--- src/rtl/clkgen_pkg.sv ---
package clkgen_pkg;
    typedef enum logic [2:0] {
        ST_SELF = 3'd0,
        ST_INTL = 3'd1,
        ST_BYP  = 3'd2,
        ST_EXTL = 3'd3,
        ST_OFF  = 3'd4,
        ST_WAKE = 3'd5
    } cg_state_e;

    localparam logic [1:0] SEL_SELF = 2'b00;
    localparam logic [1:0] SEL_INTL = 2'b01;
    localparam logic [1:0] SEL_BYP  = 2'b10;
    localparam logic [1:0] SEL_EXTL = 2'b11;
endpackage

--- src/rtl/clkgen_mode_fsm.sv ---
module clkgen_mode_fsm
    import clkgen_pkg::*;
(
    input  logic       clk,
    input  logic       rst_n,
    input  logic [1:0] sel_i,
    input  logic       stop_i,
    input  logic       dco_stable_i,
    input  logic       ext_loss_i,
    output cg_state_e  state_q,
    output logic       ev_ext_exit,
    output logic       ev_loss,
    output logic       ev_chg,
    output logic       ev_ext_entry
);
    cg_state_e state_d;

    function automatic cg_state_e sel_to_state(input logic [1:0] s);
        unique case (s)
            SEL_INTL: sel_to_state = ST_INTL;
            SEL_BYP:  sel_to_state = ST_BYP;
            SEL_EXTL: sel_to_state = ST_EXTL;
            default:  sel_to_state = ST_SELF;
        endcase
    endfunction

    always_ff @(posedge clk or negedge rst_n) begin
        if (!rst_n) state_q <= ST_SELF;
        else        state_q <= state_d;
    end

    always_comb begin
        state_d = state_q;
        ev_loss = 1'b0;
        if (stop_i) begin
            state_d = ST_OFF;
        end else begin
            unique case (state_q)
                ST_SELF: begin
                    if (!(ext_loss_i && sel_i[1])) state_d = sel_to_state(sel_i);
                end
                ST_INTL: state_d = sel_to_state(sel_i);
                ST_BYP, ST_EXTL: begin
                    if (ext_loss_i) begin
                        state_d = ST_SELF;
                        ev_loss = 1'b1;
                    end else begin
                        state_d = sel_to_state(sel_i);
                    end
                end
                ST_OFF: begin
                    if (sel_i[0]) state_d = ST_WAKE;
                    else          state_d = sel_to_state(sel_i);
                end
                ST_WAKE: begin
                    if (dco_stable_i) state_d = sel_to_state(sel_i);
                end
                default: state_d = ST_SELF;
            endcase
        end
    end

    always_comb begin
        ev_chg       = (state_d != state_q);
        ev_ext_exit  = (state_q == ST_EXTL) && (state_d == ST_SELF);
        ev_ext_entry = ev_chg && ((state_d == ST_EXTL) || (state_d == ST_BYP));
    end

    AST_WAKE_CLOSE: assert property (@(posedge clk) disable iff (!rst_n)
        (state_q == ST_WAKE && dco_stable_i && !stop_i && sel_i == SEL_INTL) |=> state_q == ST_INTL);
    AST_OFF_WAKE: assert property (@(posedge clk) disable iff (!rst_n)
        (state_q == ST_OFF && !stop_i && sel_i[0]) |=> state_q == ST_WAKE);
    AST_LOSS_FALLBACK: assert property (@(posedge clk) disable iff (!rst_n)
        ((state_q == ST_BYP || state_q == ST_EXTL) && ext_loss_i && !stop_i) |=> state_q == ST_SELF);
    AST_STOP_WINS: assert property (@(posedge clk) disable iff (!rst_n)
        stop_i |=> state_q == ST_OFF);
endmodule

--- src/rtl/clkgen_flt_reg.sv ---
module clkgen_flt_reg #(
    parameter int FLT_W = 10,
    parameter logic [FLT_W-1:0] FLT_RST = 10'd64
) (
    input  logic             clk,
    input  logic             rst_n,
    input  logic             wen_i,
    input  logic             wr_i,
    input  logic [FLT_W-1:0] wdata_i,
    output logic [FLT_W-1:0] flt_q
);
    always_ff @(posedge clk or negedge rst_n) begin
        if (!rst_n)            flt_q <= FLT_RST;
        else if (wen_i && wr_i) flt_q <= wdata_i;
    end

    AST_FLT_GUARD: assert property (@(posedge clk) disable iff (!rst_n)
        !wen_i |=> $stable(flt_q));
endmodule

--- src/rtl/clkgen_out_ctl.sv ---
module clkgen_out_ctl (
    input  logic clk,
    input  logic rst_n,
    input  logic ev_ext_exit,
    input  logic ev_loss,
    input  logic ev_chg,
    input  logic ev_ext_entry,
    input  logic fll_lock_i,
    input  logic in_self_i,
    output logic dbl_q,
    output logic loss_q
);
    always_ff @(posedge clk or negedge rst_n) begin
        if (!rst_n) begin
            dbl_q <= 1'b0;
        end else if (ev_ext_exit && !fll_lock_i) begin
            dbl_q <= 1'b1;
        end else if (fll_lock_i || ev_chg) begin
            dbl_q <= 1'b0;
        end
    end

    always_ff @(posedge clk or negedge rst_n) begin
        if (!rst_n)            loss_q <= 1'b0;
        else if (ev_loss)      loss_q <= 1'b1;
        else if (ev_ext_entry) loss_q <= 1'b0;
    end

    AST_DBL_SELF_ONLY: assert property (@(posedge clk) disable iff (!rst_n)
        dbl_q |-> in_self_i);
    AST_DBL_LOCK_CLR: assert property (@(posedge clk) disable iff (!rst_n)
        (fll_lock_i && !ev_ext_exit) |=> !dbl_q);
    AST_LOSS_SET: assert property (@(posedge clk) disable iff (!rst_n)
        ev_loss |=> loss_q);
endmodule

--- src/rtl/clkgen_mode_ctrl.sv ---
module clkgen_mode_ctrl
    import clkgen_pkg::*;
#(
    parameter int FLT_W = 10,
    parameter logic [FLT_W-1:0] FLT_RST = 10'd64
) (
    input  logic             clk,
    input  logic             rst_n,
    input  logic [1:0]       sel_i,
    input  logic             stop_i,
    input  logic             dco_stable_i,
    input  logic             fll_lock_i,
    input  logic             ext_loss_i,
    input  logic             irq_en_i,
    input  logic             flt_wr_i,
    input  logic [FLT_W-1:0] flt_wdata_i,
    output logic [1:0]       mode_o,
    output logic             off_o,
    output logic             flt_wen_o,
    output logic [FLT_W-1:0] flt_o,
    output logic             dbl_o,
    output logic             loss_o,
    output logic             irq_o
);
    cg_state_e state_q;
    logic ev_ext_exit, ev_loss, ev_chg, ev_ext_entry;
    logic in_self;

    clkgen_mode_fsm u_fsm (
        .clk(clk), .rst_n(rst_n), .sel_i(sel_i), .stop_i(stop_i),
        .dco_stable_i(dco_stable_i), .ext_loss_i(ext_loss_i),
        .state_q(state_q), .ev_ext_exit(ev_ext_exit), .ev_loss(ev_loss),
        .ev_chg(ev_chg), .ev_ext_entry(ev_ext_entry)
    );

    always_comb begin
        in_self = 1'b0;
        off_o   = 1'b0;
        mode_o  = SEL_SELF;
        unique case (state_q)
            ST_SELF, ST_WAKE: in_self = 1'b1;
            ST_INTL:          mode_o  = SEL_INTL;
            ST_BYP:           mode_o  = SEL_BYP;
            ST_EXTL:          mode_o  = SEL_EXTL;
            ST_OFF:           off_o   = 1'b1;
            default:          in_self = 1'b1;
        endcase
        flt_wen_o = in_self;
    end

    clkgen_flt_reg #(.FLT_W(FLT_W), .FLT_RST(FLT_RST)) u_flt (
        .clk(clk), .rst_n(rst_n), .wen_i(in_self), .wr_i(flt_wr_i),
        .wdata_i(flt_wdata_i), .flt_q(flt_o)
    );

    clkgen_out_ctl u_out (
        .clk(clk), .rst_n(rst_n), .ev_ext_exit(ev_ext_exit), .ev_loss(ev_loss),
        .ev_chg(ev_chg), .ev_ext_entry(ev_ext_entry), .fll_lock_i(fll_lock_i),
        .in_self_i(in_self), .dbl_q(dbl_o), .loss_q(loss_o)
    );

    assign irq_o = loss_o & irq_en_i;

    AST_OFF_MODE_CODE: assert property (@(posedge clk) disable iff (!rst_n)
        off_o |-> (mode_o == SEL_SELF && !flt_wen_o));
endmodule

--- config.mk ---
export PLATFORM = sky130hd
export DESIGN_NAME = clkgen_mode_ctrl
export DESIGN_NICKNAME = d
export VERILOG_FILES = /design/src/rtl/clkgen_pkg.sv /design/src/rtl/clkgen_mode_fsm.sv /design/src/rtl/clkgen_flt_reg.sv /design/src/rtl/clkgen_out_ctl.sv /design/src/rtl/clkgen_mode_ctrl.sv
export SDC_FILE = /design/constraint.sdc
export NUM_CORES = 1
export LEC_CHECK = 0
export ABC_AREA = 1
export BUFFER_PORTS_ARGS = -buffer_cell sky130_fd_sc_hd__buf_2
export CAP_MARGIN = 10
export CORE_MARGIN = 5
export CORE_UTILIZATION = 35
export CTS_CLUSTER_DIAMETER = 80
export DETAILED_ROUTE_END_ITERATION = 6
export HOLD_SLACK_MARGIN = 0.02
export SETUP_SLACK_MARGIN = 0.5
export SYNTH_ARGS = -nofsm -noshare
export SYNTH_HDL_FRONTEND = slang
export SYNTH_SLANG_ARGS = --single-unit
--- constraint.sdc ---
create_clock -name clk -period 1.9 [get_ports clk]
set_clock_uncertainty 0.05 [all_clocks]
set_input_delay 0.38 -clock clk [delete_from_list [all_inputs] [get_ports clk]]
set_output_delay 0.38 -clock clk [all_outputs]
set_load 0.05 [all_outputs]
### Yosys cells after proc, flatten, opt, wreduce, memory -nomap -nowiden

Cells that the tools add are included.

| operators by class | value |
|---|---|
| $add $sub $neg | 0 |
| multiply operators | 0 |
| div/mod/pow operators | 0 |
| order comparisons | 0 |
| equality and inequality tests | 11 |
| shift-type cells | 0 |
| mux-type cells | 17 |
| bitwise gates (word level) | 1 |
| reduce and logical (&&, ||, !) cells | 14 |

Operators with widths:

| operator | number |
|---|---|
| $mux W3 | 5 |
| $pmux W3 S5 | 1 |
| $eq A3 B2 Y1 const B | 4 |
| $pmux W2 S3 | 2 |
| $mux W1 | 9 |
| $eq A3 B3 Y1 const B | 2 |
| $logic_not A3 Y1 | 2 |
| $logic_and A1 B1 Y1 | 5 |
| $eq A2 B2 Y1 const B | 2 |
| $reduce_bool A2 Y1 | 2 |
| $reduce_or A4 Y1 | 1 |
| $eq A3 B1 Y1 const B | 1 |
| $ne A3 B3 Y1 | 1 |
| $eq A2 B1 Y1 const B | 1 |
| $logic_or A1 B1 Y1 | 2 |
| $reduce_or A2 Y1 | 1 |
| $and A1 B1 Y1 | 1 |
| $logic_not A1 Y1 | 1 |

| storage, ports and cells | value |
|---|---|
| register bits | 15 |
| latch bits | 0 |
| memory bits (writable) | 0 |
| bits in read-only memories | 0 |
| bits of input ports | 20 |
| output and inout port bits | 17 |
| memories | 0 |

### Depth between registers and ports, before layout

Gate-level depths: netlist of run 1.

| logic depth | value |
|---|---|
| word-level depth | 10 |
| mapped depth | 12 |

### Cells and area by module

A second synthesis of run 1 with hierarchy kept.

| second synthesis, totals | value |
|---|---|
| cell total of the unflattened synthesis | 118 |
| area, all modules | 869.6 um^2 |

By module, submodules not included:

| module | instances | cells each | area an instance (um^2) | seq. area each (um^2) |
|---|---|---|---|---|
| clkgen_flt_reg | 1 | 43 | 405.4 | 251.5 |
| clkgen_mode_fsm | 1 | 54 | 330.3 | 75.1 |
| clkgen_out_ctl | 1 | 8 | 81.3 | 50.0 |
| clkgen_mode_ctrl | 1 | 13 | 52.6 | 0.0 |

### Least setup slack after synthesis of run 1

No wires, ideal clock.

| path | value |
|---|---|
| path kind | reg-to-reg |
| start point | register u_fsm.state_q[2] |
| end point | register u_flt.flt_q[0] |
| setup time | 0.125 ns |
| data arrival time | 2.100 ns |
| slack | -0.375 ns |
| cell stages (with the launch flop) | 6 |
| path buffers | 1 |
| cells stage by stage | dfrtp_1 buf_4 nor2_1 nor3_4 nand2_4 mux2_4 |

| on the way | value |
|---|---|
| word-level cells in the longest chain between the ends | 4 |

RTL lines:

| item | RTL line | RTL |
|---|---|---|
| start: declaration | clkgen_mode_fsm.sv:10 | `output cg_state_e state_q,` |
| start signal: assignment | clkgen_mode_fsm.sv:29 | `else state_q <= state_d;` |
| $eq A3 B1 Y1 (tied with other cells) | clkgen_mode_ctrl.sv:40 | `unique case (state_q)` |
| $reduce_or A4 Y1 (no source line) * | n/a |  |
| $mux W1 * | clkgen_mode_ctrl.sv:40 |  |
| named net flt_wen_o | clkgen_mode_ctrl.sv:19 | `output logic flt_wen_o,` |
| $logic_and A1 B1 Y1 * | clkgen_flt_reg.sv:14 | `else if (wen_i && wr_i) flt_q <= wdata_i;` |
| end signal: assignment | clkgen_flt_reg.sv:14 |  |
| end: declaration | clkgen_flt_reg.sv:10 | `output logic [FLT_W-1:0] flt_q` |

Mark *: on every way through the listed nets, which the timed path passes. The rest lies on a longest branch.
A chain may end at the register's enable or synchronous reset.

### Final worst setup path of run 1

| path | value |
|---|---|
| start point | register u_fsm.state_q[0] |
| end point | output flt_wen_o |

| on the way | value |
|---|---|
| word-level cells in the longest chain between the ends | 3 |

RTL lines:

| item | RTL line |
|---|---|
| $eq A3 B1 Y1 (tied with other cells) | clkgen_mode_ctrl.sv:40 |
| $reduce_or A4 Y1 (no source line) * | n/a |
| $mux W1 * | clkgen_mode_ctrl.sv:40 |
| end: declaration | clkgen_mode_ctrl.sv:19 |

Every way passes the cells marked *; elsewhere a longest branch is shown, timed or not.

==> results.cfg, run 1 <==
[setup_path]
worstPathMaxFanout = 5
slowest_delay_ns = 0.46
cp.arrival_ns = 1.27
path_delay_family = flip-flops
cp-end-kind = output pin
critical_path_class = flip-flop to output pin
required_ns = 1.47
critPathLaunchType = flip-flop
cp_num_buf_inv = 2
worstPathCellList = inv_2 -> nor2_4 -> nor3_4 -> buf_6
cpMaxStageDelayCell = dfrtp_2

[sta]
tightest_slew_ns = 0.317
grt_setup_unrepaired = true
setup_viol = 0
slew_headroom = 0.788
drv_slew = 0
min_period_over_period = 0.896
tns_ns = 0
post-route-min-period_ns = 1.70
max_freq_mhz = 587
hold_viol = 0
timing.hold.ws_ns = 0.283

[final_layout]
diodes = 0
layout_commonest_cell = buf_2
n_fill_cell = 229
seqCellArea_um2 = 382
utilization = 0.527
multi_input_area_um2 = 443
stdcell_count = 173
layout.nets = 164
final_cell_mix = 28 x buf_2, 17 x nand2_1, 13 x nand3_1, 11 x buf_4
syn_to_final_growth_pct = 47.5
drive_gt1_frac = 0.545

[hold_path]
hold_class = primary input to flip-flop

[power]
p_leak_nw = 0.708
power_frac_seq = 0.340
comb_power_share = 0.534
p_per_area_nw_per_um2 = 1040
ir_drop_v = 0.000806
p_switching_mw = 0.588
clkPwrFrac = 0.126
power.internal_mw = 0.749
p_sw_frac = 0.439

[die]
io_pins = 37
initial_core_util = 0.358
core_area_um2 = 2430
die_y_um = 59.8
die_x_um = 59.8
die_area_um2 = 3580
rows = 18

[route]
finalWirelength_mm = 2.00
wl_met1_um = 766
top_layer = met3
wl_per_cell_um = 11.6
wl_met3_um = 178
detail-route-antenna-nets = 0
vias_per_cell = 4.72
drt-initial-drc-count = 32
drc = 0
detail_route.first_pass.iterations = 4
wl_met2_mm = 1.06
vias = 816

[synth]
synth.area.top_cells = dfrtp_1 40%, mux2_4 17%, nand3_1 7.5%
synth.distinct_cells = 23
yosysSeqAreaShare = 0.433
synth_top_area_frac = 0.403
synthCells = 92
avgSynthCellArea_um2 = 9.45
yosysWarnings = 0
syn_nets = 112
syn_area_um2 = 870
synth_seq_cells = 15
synth_top_cell_by_area = dfrtp_1

[place]
numPortBuffers = 36
dp.cells = 156
dp_hpwl_mm = 1.51
place_congestion = 0.873

[run]
drv_cap = 0

[clock_tree]
htreeDepth = 1
max-clock-path-buffers = 2
cts_made_buffers = 3
cts_tree = done
clkTransAtPathRegs_ns = 0.08
cts_root_buf = clkbuf_4
clk_latency_ns = 0.27
numClockSinks = 15

[global_routing]
grt_usage = 0.123
antenna_found_initial = 0
grt_max_degree = 16
first_global_vias = 829
grt_pass1_wl_mm = 3.38
grt_overflow = 0

[run_status]
status = completed
## worst reg2reg max path: stages, from the launching register on
cell	delay [ns]
dfrtp_2	0.48
buf_4	0.19
inv_4	0.08
o21ai_0	0.11
a21oi_1	0.18
nand2_1	0.09
nand2_1	0.06
nand2_1	0.06
o21bai_1	0.15
nand2_1	0.06
nand2_1	0.06
## state kept, by name, summed over array words and instances (netlist names)
register       flops
u_fsm.state_q      3
u_out.dbl_q        1
u_flt.flt_q       10
u_out.loss_q       1
## area by class of cell
| class | count | area share |
|---|---|---|
| repair buffers | 49 | 0.263 |
| well taps | 30 | 0.0293 |
| multi-input cells | 62 | 0.345 |
| flip-flops and latches | 15 | 0.298 |
| inverters | 13 | 0.0439 |
| clock buffers | 4 | 0.0205 |
## path summary, 6_finish.rpt
check	cells past startpoint	startpoint	to	slack, ns
worst max-delay path	4	u_fsm.state_q[0]$_DFF_PN0_	flt_wen_o	0.20
worst min-delay path	2	flt_wdata_i[0]	u_flt.flt_q[0]$_DFFE_PN0P_	0.28
worst max register to register	10	u_fsm.state_q[2]$_DFF_PN0_	u_out.loss_q$_DFFE_PN0P_	0.27
worst min register to register	1	u_flt.flt_q[9]$_DFFE_PN0P_	u_flt.flt_q[9]$_DFFE_PN0P_	0.46
max in group asynchronous	2	rst_n	u_flt.flt_q[6]$_DFFE_PN1P_	1.02
min in group asynchronous	2	rst_n	u_flt.flt_q[4]$_DFFE_PN0P_	0.50
## synthesized netlist by cell type, drive strengths merged
master	n
a21oi	1
buf	2
dfrtp	14
dfstp	1
inv	13
mux2	10
nand2	20
nand3	14
nand3b	2
nand4	2
nor2	7
nor3	3
o211ai	1
o21ai	1
o21bai	1
## through the flow
stage	worst slack (ns)	instance area, um^2	total power [mW]
finish	0.197	1280	1.34
global route	0.0989	1280	1.42
CTS	0.192	1250	1.34
detailed placement	0.157	1090	1.09
global placement	0.204	1090	1.08
floorplan	-0.000363	897	0.958
## cell families (layout without fill, tap and decap cells)
kind of cell / Yosys count / in the layout / share of synthesized area
AO/OA/AOI/OAI: 4 / 4 / 0.0288
buffers and inverters: 15 / 66 / 0.0777
flip-flops: 15 / 15 / 0.433
multiplexers: 10 / 10 / 0.173
AND/OR/NAND/NOR: 48 / 48 / 0.288
## power by group through the flow
stage / Combinational (mW) / Clock, mW / Sequential (mW)
after floorplan: 0.268 / 0 / 0.689
after global placement: 0.629 / 0 / 0.455
after detailed placement: 0.635 / 0 / 0.456
after CTS: 0.707 / 0.181 / 0.455
after global routing: 0.752 / 0.204 / 0.466
final: 0.714 / 0.169 / 0.454
## metal layers
metal / track usage / vias to the layer above
met5: 0 / -
met4: 0.0696 / 0
met3: 0.0302 / 0
met2: 0.199 / 41
met1: 0.148 / 372
li1: - / 403
## what timing repair did
| action | 4_1_cts | 5_1_grt |
|---|---|---|
| endpoints found under the setup margin | 20 | 22 |
| pin swaps | 7 | 3 |
| hold endpoints to repair | 14 | 0 |
| resized for setup | 18 | 7 |
| setup buffers | 10 | 2 |
| hold buffers | 1 | 0 |
(Power assumes the default switching activity.)
==> inputs of run 2 (changes only) <==
--- a/config.mk
+++ b/config.mk
@@ -11,8 +11,11 @@
 export CORE_MARGIN = 5
 export CORE_UTILIZATION = 35
 export CTS_CLUSTER_DIAMETER = 80
+export CTS_CLUSTER_SIZE = 12
 export DETAILED_ROUTE_END_ITERATION = 6
+export GPL_ROUTABILITY_DRIVEN = 0
 export HOLD_SLACK_MARGIN = 0.02
+export PLACE_DENSITY = 0.61
 export SETUP_SLACK_MARGIN = 0.5
 export SYNTH_ARGS = -nofsm -noshare
 export SYNTH_HDL_FRONTEND = slang
==> run 2 against run 1 <==
Compared with the run above: routed wire length rose by 27%; setup slack worse by 0.098 ns; critical path type unchanged; maximum frequency shrank 5.4%; sequential power shrank 1%.
==> results.cfg, run 2 (synthesized netlist as in run 1, its figures left out) <==
[sta]
slew_headroom = 0.779
setup_viol = 0
hold_viol = 0
grt_setup_unrepaired = true
drv_slew = 0
fin_ws_ns = 0.0992
max_freq_mhz = 555
tightest_slew_ns = 0.332
min_period_over_period = 0.948
post-route-min-period_ns = 1.80

[die]
die_x_um = 59.8
die_y_um = 59.8
rows = 18
initial_core_util = 0.358
io_pins = 37
die_area_um2 = 3580
core_area_um2 = 2430

[clock_tree]
cts_made_buffers = 3
numClockSinks = 15
max-clock-path-buffers = 2
cts_tree = done
clkTransAtPathRegs_ns = 0.08
htreeDepth = 1
cts_root_buf = clkbuf_4
clk_latency_ns = 0.27

[hold_path]
min-delay-start = flt_wdata_i[8]
hold_class = primary input to flip-flop

[final_layout]
top_register = u_flt.flt_q
diodes = 0
layout_commonest_cell = buf_2
layout.nets = 177
final_cell_mix = 30 x buf_2, 19 x buf_4, 14 x nand2_1, 12 x nand3_1
drive_gt1_frac = 0.635
largest_reg_flops = 10
final_cell_area_um2 = 1440
n_fill_cell = 220
top_regs = u_flt.flt_q x10, u_fsm.state_q x3
syn_to_final_growth_pct = 65.2

[route]
vias = 897
drt-initial-drc-count = 18
detail_route.first_pass.iterations = 4
detail-route-antenna-nets = 0
drc = 0
wl_per_cell_um = 13.6
vias_per_cell = 4.82
finalWirelength_mm = 2.54

[power]
p_leak_nw = 0.778
ir_drop_v = 0.000685
p_per_area_nw_per_um2 = 985

[setup_path]
worstPathCellList = buf_4 -> nand2_4 -> clkinv_4 -> nor3_4 -> buf_6
crit_start = u_fsm.state_q[2]$_DFF_PN0_
critPathLaunchType = flip-flop
reg2reg_from = u_fsm.state_q[1]$_DFF_PN0_
cp.arrival_ns = 1.37
required_ns = 1.47
critical_path_class = flip-flop to output pin
slowest_delay_ns = 0.41
cp_num_buf_inv = 3
path_delay_family = flip-flops
worstPathMaxFanout = 4
cpMaxStageDelayCell = dfrtp_2
cp-end-kind = output pin

[global_routing]
grt_overflow = 0
grt_usage = 0.150
grt_max_degree = 16
antenna_found_initial = 0
first_global_vias = 959
grt_pass1_wl_mm = 4.04

[place]
placed_area_um2 = 1090
dp_hpwl_mm = 1.48
place_ws_ns = 0.155
numPortBuffers = 36

[run]
drv_cap = 0

[run_status]
status = completed
## run 2: cell types whose count changed in the layout (fill, tap and decap cells not counted), moves of 2 or more
cell,before,now
buf_6,4,7
buf_2,28,30
buf_4,11,19
nand2_2,1,4
clkbuf_4,5,3
nor2_1,5,3
nand2_1,17,14
## run 2: path summary, 6_finish.rpt
kind	end	slack, ns	cells past startpoint
worst max-delay path	flt_wen_o	0.1	5
worst min-delay path	u_flt.flt_q[8]$_DFFE_PN0P_	0.28	2
worst min register to register	u_flt.flt_q[5]$_DFFE_PN0P_	0.47	1
max in group asynchronous	u_flt.flt_q[6]$_DFFE_PN1P_	1.04	2
min in group asynchronous	u_flt.flt_q[1]$_DFFE_PN0P_	0.47	2
worst max register to register	u_out.dbl_q$_DFFE_PN0P_	0.17	11
## run 2: layout make-up
type,count,area (um^2),area share
Inverter,13,56.3,0.0392
Sequential cell,15,382,0.266
Clock buffer,4,26.3,0.0183
Tap cell,30,37.5,0.0261
Multi-Input combinational cell,63,493,0.343
Timing Repair Buffer,61,442,0.307
## run 2: worst register-to-register path, cell delays in order (launching register included)
cell	delay (ns)
dfrtp_2	0.46
inv_2	0.08
buf_6	0.10
buf_6	0.10
nand4_1	0.17
a21oi_2	0.25
nand2_2	0.10
nand2_1	0.07
nand2_1	0.06
nor2_1	0.11
nand3b_1	0.08
nand2_1	0.06
## run 2: routing by layer
metal  wire (um)  part of all wire  track usage  vias up
met4          70             0.028       0.0696        0
met5           0                 0            0        -
met1         947              0.37        0.166      422
li1            -                 -            -      432
met3         175             0.069       0.0302        6
met2        1340              0.53        0.270       37
## run 2: where the power goes
part | total [mW] | switching [mW] | internal (mW)
Sequential | 0.449 | 0.0490 | 0.399
Combinational | 0.790 | 0.483 | 0.306
Clock | 0.177 | 0.0955 | 0.0813
Total | 1.41 | 0.628 | 0.787
## run 2: timing repair
action / in CTS / in global routing
pin swaps: 9 / 9
hold endpoints to repair: 14 / 0
setup buffers: 19 / 5
hold buffers: 1 / 0
setup endpoints to repair: 20 / 20
gates cloned: 1 / 0
gates resized for setup: 27 / 13
## run 2: stage by stage
stage               utilization  cells  power, mW  TNS (ns)  hold WS [ns]
detailed placement        0.449    156       1.09         0         0.250
finish                    0.591    186       1.41         0         0.280
floorplan                     -     92      0.958  -0.00326        0.0344
global placement          0.449    156       1.08         0         0.251
CTS                       0.557    181       1.39         0         0.273
global route              0.591    186       1.49         0         0.277
